`config.mk`:
```
export PLATFORM = sky130hd
export DESIGN_NAME = tx_desc_fetch
export DESIGN_NICKNAME = d
export VERILOG_FILES = /design/src/rtl/txf_pkg.sv /design/src/rtl/txf_ring_fetch.sv /design/src/rtl/txf_payload_stage.sv /design/src/rtl/tx_desc_fetch.sv
export SDC_FILE = /design/constraint.sdc
export NUM_CORES = 1
export LEC_CHECK = 0
export ABC_AREA = 0
export ABC_CLOCK_PERIOD_IN_PS = 4100
export BUFFER_PORTS_ARGS = -buffer_cell sky130_fd_sc_hd__buf_2
export CAP_MARGIN = 10
export CORE_AREA = 5 5 193 195
export CTS_BUF_LIST = sky130_fd_sc_hd__clkbuf_4
export CTS_CLUSTER_SIZE = 20
export DETAILED_ROUTE_END_ITERATION = 12
export DIE_AREA = 0 0 198 200
export GPL_ROUTABILITY_DRIVEN = 1
export PLACE_DENSITY = 0.71
export SETUP_SLACK_MARGIN = 0.05
export SYNTH_ARGS = -nofsm -noshare
export SYNTH_HDL_FRONTEND = slang
export SYNTH_SLANG_ARGS = --single-unit
```
`constraint.sdc`:
```
create_clock -name clk -period 4.1 [get_ports clk]
set_input_delay 0.205 -clock clk [delete_from_list [all_inputs] [get_ports clk]]
set_output_delay 0.205 -clock clk [all_outputs]
set_load 0.01 [all_outputs]
```
`src/rtl/txf_pkg.sv`:
```
package txf_pkg;

  localparam int DESC_BYTES = 16;
  localparam int DESC_W     = DESC_BYTES * 8;

  // little-endian descriptor image, most significant field first
  typedef struct packed {
    logic [63:0] buf_addr;
    logic [31:0] buf_len;
    logic [15:0] csum_cmd;
    logic [15:0] unused_pad;
  } desc_t;

  typedef enum logic [1:0] {
    ST_IDLE = 2'd0,
    ST_REQ  = 2'd1,
    ST_WAIT = 2'd2
  } rd_state_e;

  // byte address of a ring slot: base + (slot masked to ring size) * 16
  function automatic logic [63:0] slot_addr(input logic [63:0] base,
                                            input logic [31:0] slot,
                                            input logic [4:0]  lg);
    logic [31:0] mask;
    mask = (32'd1 << lg) - 32'd1;
    return base + {28'd0, slot & mask, 4'd0};
  endfunction

  function automatic logic [31:0] clamp_len(input logic [31:0] len,
                                            input logic [31:0] cap);
    return (len > cap) ? cap : len;
  endfunction

  function automatic logic over_cap(input logic [31:0] len,
                                    input logic [31:0] cap);
    return len > cap;
  endfunction

endpackage

```
`src/rtl/txf_ring_fetch.sv`:
```
module txf_ring_fetch
  import txf_pkg::*;
#(
  parameter int ADDR_W = 64,
  parameter int PTR_W  = 16,
  parameter int LOG_W  = 4
) (
  input  logic              clk,
  input  logic              rst_n,
  input  logic [ADDR_W-1:0] ring_base,
  input  logic [LOG_W-1:0]  ring_log_size,
  input  logic              queue_active,
  input  logic              head_wr_valid,
  input  logic [PTR_W-1:0]  head_wr_ptr,
  input  logic              stage_full,
  output logic              dreq_valid,
  input  logic              dreq_ready,
  output logic [ADDR_W-1:0] dreq_addr,
  output logic [PTR_W-1:0]  dreq_tag,
  input  logic              drsp_valid,
  input  logic [DESC_W-1:0] drsp_data,
  output logic              desc_load,
  output desc_t             desc_word,
  output logic [PTR_W-1:0]  desc_tag,
  output logic              issue_evt
);

  rd_state_e        st_q;
  logic [PTR_W-1:0] head_q;
  logic [PTR_W-1:0] cons_q;
  logic [ADDR_W-1:0] addr_q;
  logic [PTR_W-1:0] tag_q;

  assign issue_evt = (st_q == ST_IDLE) && queue_active &&
                     (cons_q != head_q) && !stage_full;

  always_ff @(posedge clk) begin
    if (!rst_n) begin
      st_q   <= ST_IDLE;
      head_q <= '0;
      cons_q <= '0;
      addr_q <= '0;
      tag_q  <= '0;
    end else begin
      if (head_wr_valid) head_q <= head_wr_ptr;
      case (st_q)
        ST_IDLE: if (issue_evt) begin
          addr_q <= ADDR_W'(slot_addr(64'(ring_base), 32'(cons_q), 5'(ring_log_size)));
          tag_q  <= cons_q;
          cons_q <= cons_q + PTR_W'(1);
          st_q   <= ST_REQ;
        end
        ST_REQ:  if (dreq_ready) st_q <= ST_WAIT;
        ST_WAIT: if (drsp_valid) st_q <= ST_IDLE;
        default: st_q <= ST_IDLE;
      endcase
    end
  end

  assign dreq_valid = (st_q == ST_REQ);
  assign dreq_addr  = addr_q;
  assign dreq_tag   = tag_q;
  assign desc_load  = (st_q == ST_WAIT) && drsp_valid;
  assign desc_word  = desc_t'(drsp_data);
  assign desc_tag   = tag_q;

endmodule

```
`src/rtl/txf_payload_stage.sv`:
```
module txf_payload_stage
  import txf_pkg::*;
#(
  parameter int ADDR_W  = 64,
  parameter int PTR_W   = 16,
  parameter int MAX_LEN = 2048,
  localparam int LEN_W  = $clog2(MAX_LEN + 1)
) (
  input  logic              clk,
  input  logic              rst_n,
  input  logic              desc_load,
  input  desc_t             desc_word,
  input  logic [PTR_W-1:0]  desc_tag,
  output logic              stage_full,
  output logic              prq_valid,
  input  logic              prq_ready,
  output logic [ADDR_W-1:0] prq_addr,
  output logic [LEN_W-1:0]  prq_len,
  output logic [PTR_W-1:0]  prq_tag,
  input  logic              prsp_valid,
  output logic              tx_valid,
  output logic [LEN_W-1:0]  tx_len,
  output logic [15:0]       tx_csum_cmd,
  output logic [PTR_W-1:0]  tx_tag,
  output logic              len_err,
  output logic              cpl_valid,
  output logic [PTR_W-1:0]  cpl_index,
  output logic [LEN_W-1:0]  cpl_len,
  output logic [PTR_W-1:0]  tail_ptr,
  output logic              pay_wait,
  output logic [PTR_W-1:0]  pay_tag
);

  localparam logic [31:0] CAP = 32'(MAX_LEN);

  logic              pend_q;
  logic [ADDR_W-1:0] pend_addr;
  logic [LEN_W-1:0]  pend_len;
  logic [15:0]       pend_csum;
  logic              pend_err;
  logic [PTR_W-1:0]  pend_tag;

  rd_state_e         pst_q;
  logic [ADDR_W-1:0] fl_addr;
  logic [LEN_W-1:0]  fl_len;
  logic [15:0]       fl_csum;
  logic              fl_err;
  logic [PTR_W-1:0]  fl_tag;

  logic              txv_q, cplv_q, err_q;
  logic [LEN_W-1:0]  txlen_q;
  logic [15:0]       csum_q;
  logic [PTR_W-1:0]  txtag_q;
  logic [PTR_W-1:0]  tail_q;

  logic unused_pad;
  assign unused_pad = ^desc_word.unused_pad;

  always_ff @(posedge clk) begin
    if (!rst_n) begin
      pend_q <= 1'b0; pend_addr <= '0; pend_len <= '0; pend_csum <= '0;
      pend_err <= 1'b0; pend_tag <= '0;
      pst_q <= ST_IDLE; fl_addr <= '0; fl_len <= '0; fl_csum <= '0;
      fl_err <= 1'b0; fl_tag <= '0;
      txv_q <= 1'b0; cplv_q <= 1'b0; err_q <= 1'b0; txlen_q <= '0;
      csum_q <= '0; txtag_q <= '0; tail_q <= '0;
    end else begin
      txv_q  <= 1'b0;
      cplv_q <= 1'b0;
      case (pst_q)
        ST_IDLE: if (pend_q) begin
          fl_addr <= pend_addr; fl_len <= pend_len; fl_csum <= pend_csum;
          fl_err  <= pend_err;  fl_tag <= pend_tag;
          pend_q  <= 1'b0;
          pst_q   <= ST_REQ;
        end
        ST_REQ:  if (prq_ready) pst_q <= ST_WAIT;
        ST_WAIT: if (prsp_valid) begin
          txv_q   <= 1'b1;
          cplv_q  <= 1'b1;
          txlen_q <= fl_len;
          csum_q  <= fl_csum;
          err_q   <= fl_err;
          txtag_q <= fl_tag;
          tail_q  <= tail_q + PTR_W'(1);
          pst_q   <= ST_IDLE;
        end
        default: pst_q <= ST_IDLE;
      endcase
      if (desc_load) begin
        pend_q    <= 1'b1;
        pend_addr <= ADDR_W'(desc_word.buf_addr);
        pend_len  <= LEN_W'(clamp_len(desc_word.buf_len, CAP));
        pend_err  <= over_cap(desc_word.buf_len, CAP);
        pend_csum <= desc_word.csum_cmd;
        pend_tag  <= desc_tag;
      end
    end
  end

  assign stage_full  = pend_q;
  assign prq_valid   = (pst_q == ST_REQ);
  assign prq_addr    = fl_addr;
  assign prq_len     = fl_len;
  assign prq_tag     = fl_tag;
  assign tx_valid    = txv_q;
  assign tx_len      = txlen_q;
  assign tx_csum_cmd = csum_q;
  assign tx_tag      = txtag_q;
  assign len_err     = err_q;
  assign cpl_valid   = cplv_q;
  assign cpl_index   = txtag_q;
  assign cpl_len     = txlen_q;
  assign tail_ptr    = tail_q;
  assign pay_wait    = (pst_q == ST_WAIT);
  assign pay_tag     = fl_tag;

endmodule

```
`src/rtl/tx_desc_fetch.sv`:
```
module tx_desc_fetch
  import txf_pkg::*;
#(
  parameter int ADDR_W  = 64,
  parameter int PTR_W   = 16,
  parameter int LOG_W   = 4,
  parameter int MAX_LEN = 2048,
  localparam int LEN_W  = $clog2(MAX_LEN + 1)
) (
  input  logic              clk,
  input  logic              rst_n,
  input  logic [ADDR_W-1:0] ring_base,
  input  logic [LOG_W-1:0]  ring_log_size,
  input  logic              queue_active,
  input  logic              head_wr_valid,
  input  logic [PTR_W-1:0]  head_wr_ptr,
  output logic [PTR_W-1:0]  tail_ptr,
  output logic              dreq_valid,
  input  logic              dreq_ready,
  output logic [ADDR_W-1:0] dreq_addr,
  output logic [LEN_W-1:0]  dreq_len,
  output logic [PTR_W-1:0]  dreq_tag,
  input  logic              drsp_valid,
  input  logic [127:0]      drsp_data,
  output logic              prq_valid,
  input  logic              prq_ready,
  output logic [ADDR_W-1:0] prq_addr,
  output logic [LEN_W-1:0]  prq_len,
  output logic [PTR_W-1:0]  prq_tag,
  input  logic              prsp_valid,
  output logic              tx_valid,
  output logic [LEN_W-1:0]  tx_len,
  output logic [15:0]       tx_csum_cmd,
  output logic [PTR_W-1:0]  tx_tag,
  output logic              len_err,
  output logic              cpl_valid,
  output logic [PTR_W-1:0]  cpl_index,
  output logic [LEN_W-1:0]  cpl_len
);

  // internal events, named for the checker
  logic             stage_full;
  logic             desc_load;
  desc_t            desc_word;
  logic [PTR_W-1:0] desc_tag;
  logic             issue_evt;
  logic             pay_wait;
  logic [PTR_W-1:0] pay_tag;

  assign dreq_len = LEN_W'(DESC_BYTES);

  txf_ring_fetch #(.ADDR_W(ADDR_W), .PTR_W(PTR_W), .LOG_W(LOG_W)) u_fetch (
    .clk(clk), .rst_n(rst_n),
    .ring_base(ring_base), .ring_log_size(ring_log_size),
    .queue_active(queue_active),
    .head_wr_valid(head_wr_valid), .head_wr_ptr(head_wr_ptr),
    .stage_full(stage_full),
    .dreq_valid(dreq_valid), .dreq_ready(dreq_ready),
    .dreq_addr(dreq_addr), .dreq_tag(dreq_tag),
    .drsp_valid(drsp_valid), .drsp_data(drsp_data),
    .desc_load(desc_load), .desc_word(desc_word), .desc_tag(desc_tag),
    .issue_evt(issue_evt)
  );

  txf_payload_stage #(.ADDR_W(ADDR_W), .PTR_W(PTR_W), .MAX_LEN(MAX_LEN)) u_stage (
    .clk(clk), .rst_n(rst_n),
    .desc_load(desc_load), .desc_word(desc_word), .desc_tag(desc_tag),
    .stage_full(stage_full),
    .prq_valid(prq_valid), .prq_ready(prq_ready),
    .prq_addr(prq_addr), .prq_len(prq_len), .prq_tag(prq_tag),
    .prsp_valid(prsp_valid),
    .tx_valid(tx_valid), .tx_len(tx_len), .tx_csum_cmd(tx_csum_cmd),
    .tx_tag(tx_tag), .len_err(len_err),
    .cpl_valid(cpl_valid), .cpl_index(cpl_index), .cpl_len(cpl_len),
    .tail_ptr(tail_ptr), .pay_wait(pay_wait), .pay_tag(pay_tag)
  );

endmodule

```
==> reports/qor.log <==
[run_status] status finished clean
[logic_synthesis] part of the Yosys area used for sequential elements 0.488
[grt] pin count of the biggest net entering global routing 132
[sta] Slew Limit Headroom 0.303
[setup_path] crit path DAT 4.65 ns
[logic_synthesis] Yosys top cell by area dfxtp_1
[pwr] post-layout total power 8.14 mW
[sta] Worst-Margin Slew 1.05 ns
[setup_path] worst setup path category in2reg
[setup_path] endpoint class of the critical path flop
[detailed_routing] vias post-DR 17000
[worst_hold_path] type of the tightest min-delay check in2reg
[logic_synthesis] Yosys Warn Count 0
[logic_synthesis] number of synthesized flops with an enable pin 0
[clocking] deepest clock path buffer count 3
[clocking] root buf cell clkbuf_4
[setup_path] number of buffer and inverter stages on the critical path 8
[pwr] reported leakage power 9.32 nW
[clocking] clock sink count 397
[finish] Layout fillers 3017
[sta] fin crit period 3.96 ns
[detailed_routing] number of nets with antenna violations after routing 0
[grt] wire length of the first global-routing pass 85.2 mm
[detailed_routing] drt via density 5.21
[floorplanning] Top-Level Pins 497
[setup_path] Crit path required time 4.79 ns
[logic_synthesis] mean cell area of the mapped netlist 7.89 um^2
[floorplanning] die footprint 39600 um^2
[sta] total count of max-transition violations in the final report 0
[logic_synthesis] post-synthesis cell type count 57
[sta] final setup violation count 0
[floorplanning] number of cell rows 69
[detailed_routing] detailed-router iteration count before antenna repair 7
[clocking] number of buffers created by CTS 102
[setup_path] worst path cell trace dlygate4sd3_1 -> buf_2 -> nor4_1 -> dlygate4sd3_1 -> nand2_1 -> dlygate4sd3_1 -> a211oi_1 -> dlygate4sd3_1 -> buf_6 -> a22oi_1 -> dlygate4sd3_1 -> nor2_1 -> dlygate4sd3_1
[pwr] power density normalized to cell area 365 nW/um^2
[setup_path] Worst path max stage delay 0.61 ns
[setup_path] cell seen most often among critical-path stages dlygate4sd3_1
[place] detailed placement HPWL 35.4 mm
[setup_path] startpoint of the worst register-to-register path u_fetch.cons_q[12]
[floorplanning] die boundary width 198 um
[setup_path] category of the worst setup path launch point primary input
[sta] FMAX 252 MHz
[finish] proportion of layout cells with a drive suffix above 1 0.236
[sta] Setup Skew 0.0269 ns
[setup_path] crit-path max FO 12
[detailed_routing] average routed wire per standard cell 16.8 um
[finish] area of the multi-input gates 7490 um^2
[floorplanning] die boundary height 200 um
[floorplanning] Std-Cell Core Area 35200 um^2
[clocking] worst-skew pair later-pin latency 0.75 ns
[grt] total grt overflow 0
[logic_synthesis] commonest register cell after synthesis dfxtp_1
[logic_synthesis] Synth async-reset ratio 0
[place] PortBufs 468
[grt] number of antenna violations at the first check in global routing 3
[clocking] depth of the CTS H-tree 3
[detailed_routing] Final Routed Wirelength 54.7 mm
[grt] via count of the first global-routing pass 16800
[run] max-capacitance violation count 0
[finish] layout overhead on the synthesized area 36.8%
[logic_synthesis] mapped cell area 16300 um^2
[finish] Seq. cell area 7950 um^2
[logic_synthesis] share of Yosys cell area claimed by the top area cell type 0.488
[logic_synthesis] post-synthesis register bit count 397
[sta] Final Hold Slack 0.103 ns
[worst_hold_path] hold path startpoint ring_base[9]
[finish] NumNets Final 2964
[clocking] clock tree from TritonCTS built
[setup_path] launching element of the worst setup path drsp_data[52]
[detailed_routing] Post-route DRC 0
[pwr] Peak VDD IR 0.000287 V
[setup_path] Critical Path Slowest Stage Cell dlygate4sd3_1
[floorplanning] starting density of the core 0.463
[detailed_routing] First DRT Iteration DRCs 924
[place] routability congestion estimate 0.922
[sta] share of the cycle needed by the critical path after routing 0.966
[sta] final hold vios 0
[setup_path] Largest delay share family, worst path buffers and inverters
[logic_synthesis] largest cells by area after synthesis dfxtp_1 49%, nand2_1 14%, a21oi_1 10%, clkbuf_1 3.0%, xnor2_1 2.7%
[clocking] clock-pin slew on the worst setup and hold paths 0.07 ns
[grt] Total Routing Usage GR 0.263
[logic_synthesis] Synth Instances 2065
## kinds of logic after synthesis
| group | after synthesis | synth area share |
|---|---|---|
| and+or+nand+nor | 878 | 0.229 |
| AOI/OAI and AO/OA | 456 | 0.150 |
| DFF | 397 | 0.488 |
| buffers and inverters | 203 | 0.0574 |
| xor gates and xnor gates | 92 | 0.0495 |
| adders and majority gates | 20 | 0.0158 |
| muxes | 17 | 0.0104 |
| other | 2 | 0.000461 |
## flip-flops by register name (all words and copies together), names as in the netlist, 2 cells and up
signal	cells
u_stage.pend_tag	16
u_stage.tail_ptr	16
u_stage.cpl_index	16
u_stage.cpl_len	12
u_stage.prq_len	12
u_fetch.cons_q	16
u_fetch.desc_tag	16
u_stage.prq_addr	64
u_fetch.dreq_addr	64
u_stage.pay_tag	16
u_stage.pend_len	12
u_stage.fl_csum	16
u_fetch.st_q	2
u_fetch.head_q	16
u_stage.pend_csum	16
u_stage.tx_csum_cmd	16
u_stage.pst_q	2
u_stage.pend_addr	64
## Yosys cell counts (5+ instances only)
cell type,instances
nand3_1,27
nand2b_1,7
xnor2_1,51
or4_1,5
nand4_1,24
or3_1,7
and3_1,16
xor2_1,41
dfxtp_1,397
nor4_1,26
ha_1,19
mux2i_1,17
inv_1,15
a21oi_1,340
and2_1,13
buf_1,10
nor3_1,19
nand2_1,614
buf_4,43
a22oi_1,13
clkbuf_1,130
o31ai_1,7
a31oi_1,9
o21ai_0,59
nor2b_1,7
nor2_1,90
nor4b_1,9
## tightest hold or removal path: stages
cell and delay [ns]:
buf_2 0.09, ha_1 0.28, xor2_1 0.11, nand2_1 0.06, a21oi_1 0.06
## per-layer routing
layer	share of wire	wire length (um)	vias to the layer above	GRT usage
li1	-	-	8224	-
met3	0.078	4290	186	0.0621
met1	0.39	21500	7780	0.311
met4	0.051	2810	4	0.143
met5	0.00049	27	-	0
met2	0.48	26100	761	0.444
## power breakdown
group	switching [mW]	internal, mW
Combinational	0.465	0.391
Sequential	0.0673	3.95
Clock	1.59	1.68
## final timing paths
| kind | to | slack (ns) | cells past startpoint |
|---|---|---|---|
| max | u_stage.pend_len[8] | 0.14 | 13 |
| min | u_fetch.dreq_addr[9] | 0.10 | 5 |
| max reg2reg | u_fetch.dreq_addr[28] | 0.24 | 11 |
| min reg2reg | u_stage.prq_addr[55] | 0.43 | 2 |
## what timing repair did
action / 4_1_cts / 5_1_grt
resized for setup: 0 / 8
hold buffers: 246 / 0
hold endpoints to repair: 189 / 0
setup endpoints to repair: 0 / 4
setup buffers: 0 / 0
## stage by stage
| stage | area, um^2 | setup WS, ns | setup TNS, ns | util | std cells |
|---|---|---|---|---|---|
| after CTS | 22300 | 0.224 | 0 | 0.632 | 3254 |
| after global placement | 18600 | 0.344 | 0 | 0.527 | 2835 |
| after global routing | 22300 | -0.0931 | -0.454 | 0.633 | 3255 |
| after detailed placement | 18600 | 0.263 | 0 | 0.527 | 2835 |
| final | 22300 | 0.138 | 0 | 0.633 | 3255 |
| after floorplan | 16300 | 0.435 | 0 | - | 2076 |
## layout make-up
type                            instances  share of cell area
Multi-Input combinational cell       1476               0.336
Inverter                               15             0.00286
Antenna cell                            1            0.000112
Clock buffer                          152              0.0512
Tap cell                              461              0.0259
Sequential cell                       397               0.357
Timing Repair Buffer                  732               0.223
Clock inverter                         21             0.00404
## cell usage in the layout, fill, tap and decap left out, types with 9 or more instances in the layout
cell / n
and2_1: 11
conb_1: 13
o21ai_0: 58
a22oi_1: 13
mux2i_1: 17
buf_2: 468
xor2_1: 41
nand3_1: 27
a31oi_1: 9
clkbuf_4: 152
nand2_1: 612
inv_1: 14
dlygate4sd3_1: 246
buf_4: 15
xnor2_1: 51
dfxtp_1: 396
a21oi_1: 339
nand4_1: 24
nor3_1: 18
nor2_1: 90
and3_1: 16
nor4_1: 26
ha_1: 18
clkinv_1: 15
Note: power is estimated with default switching activity, not from simulation.
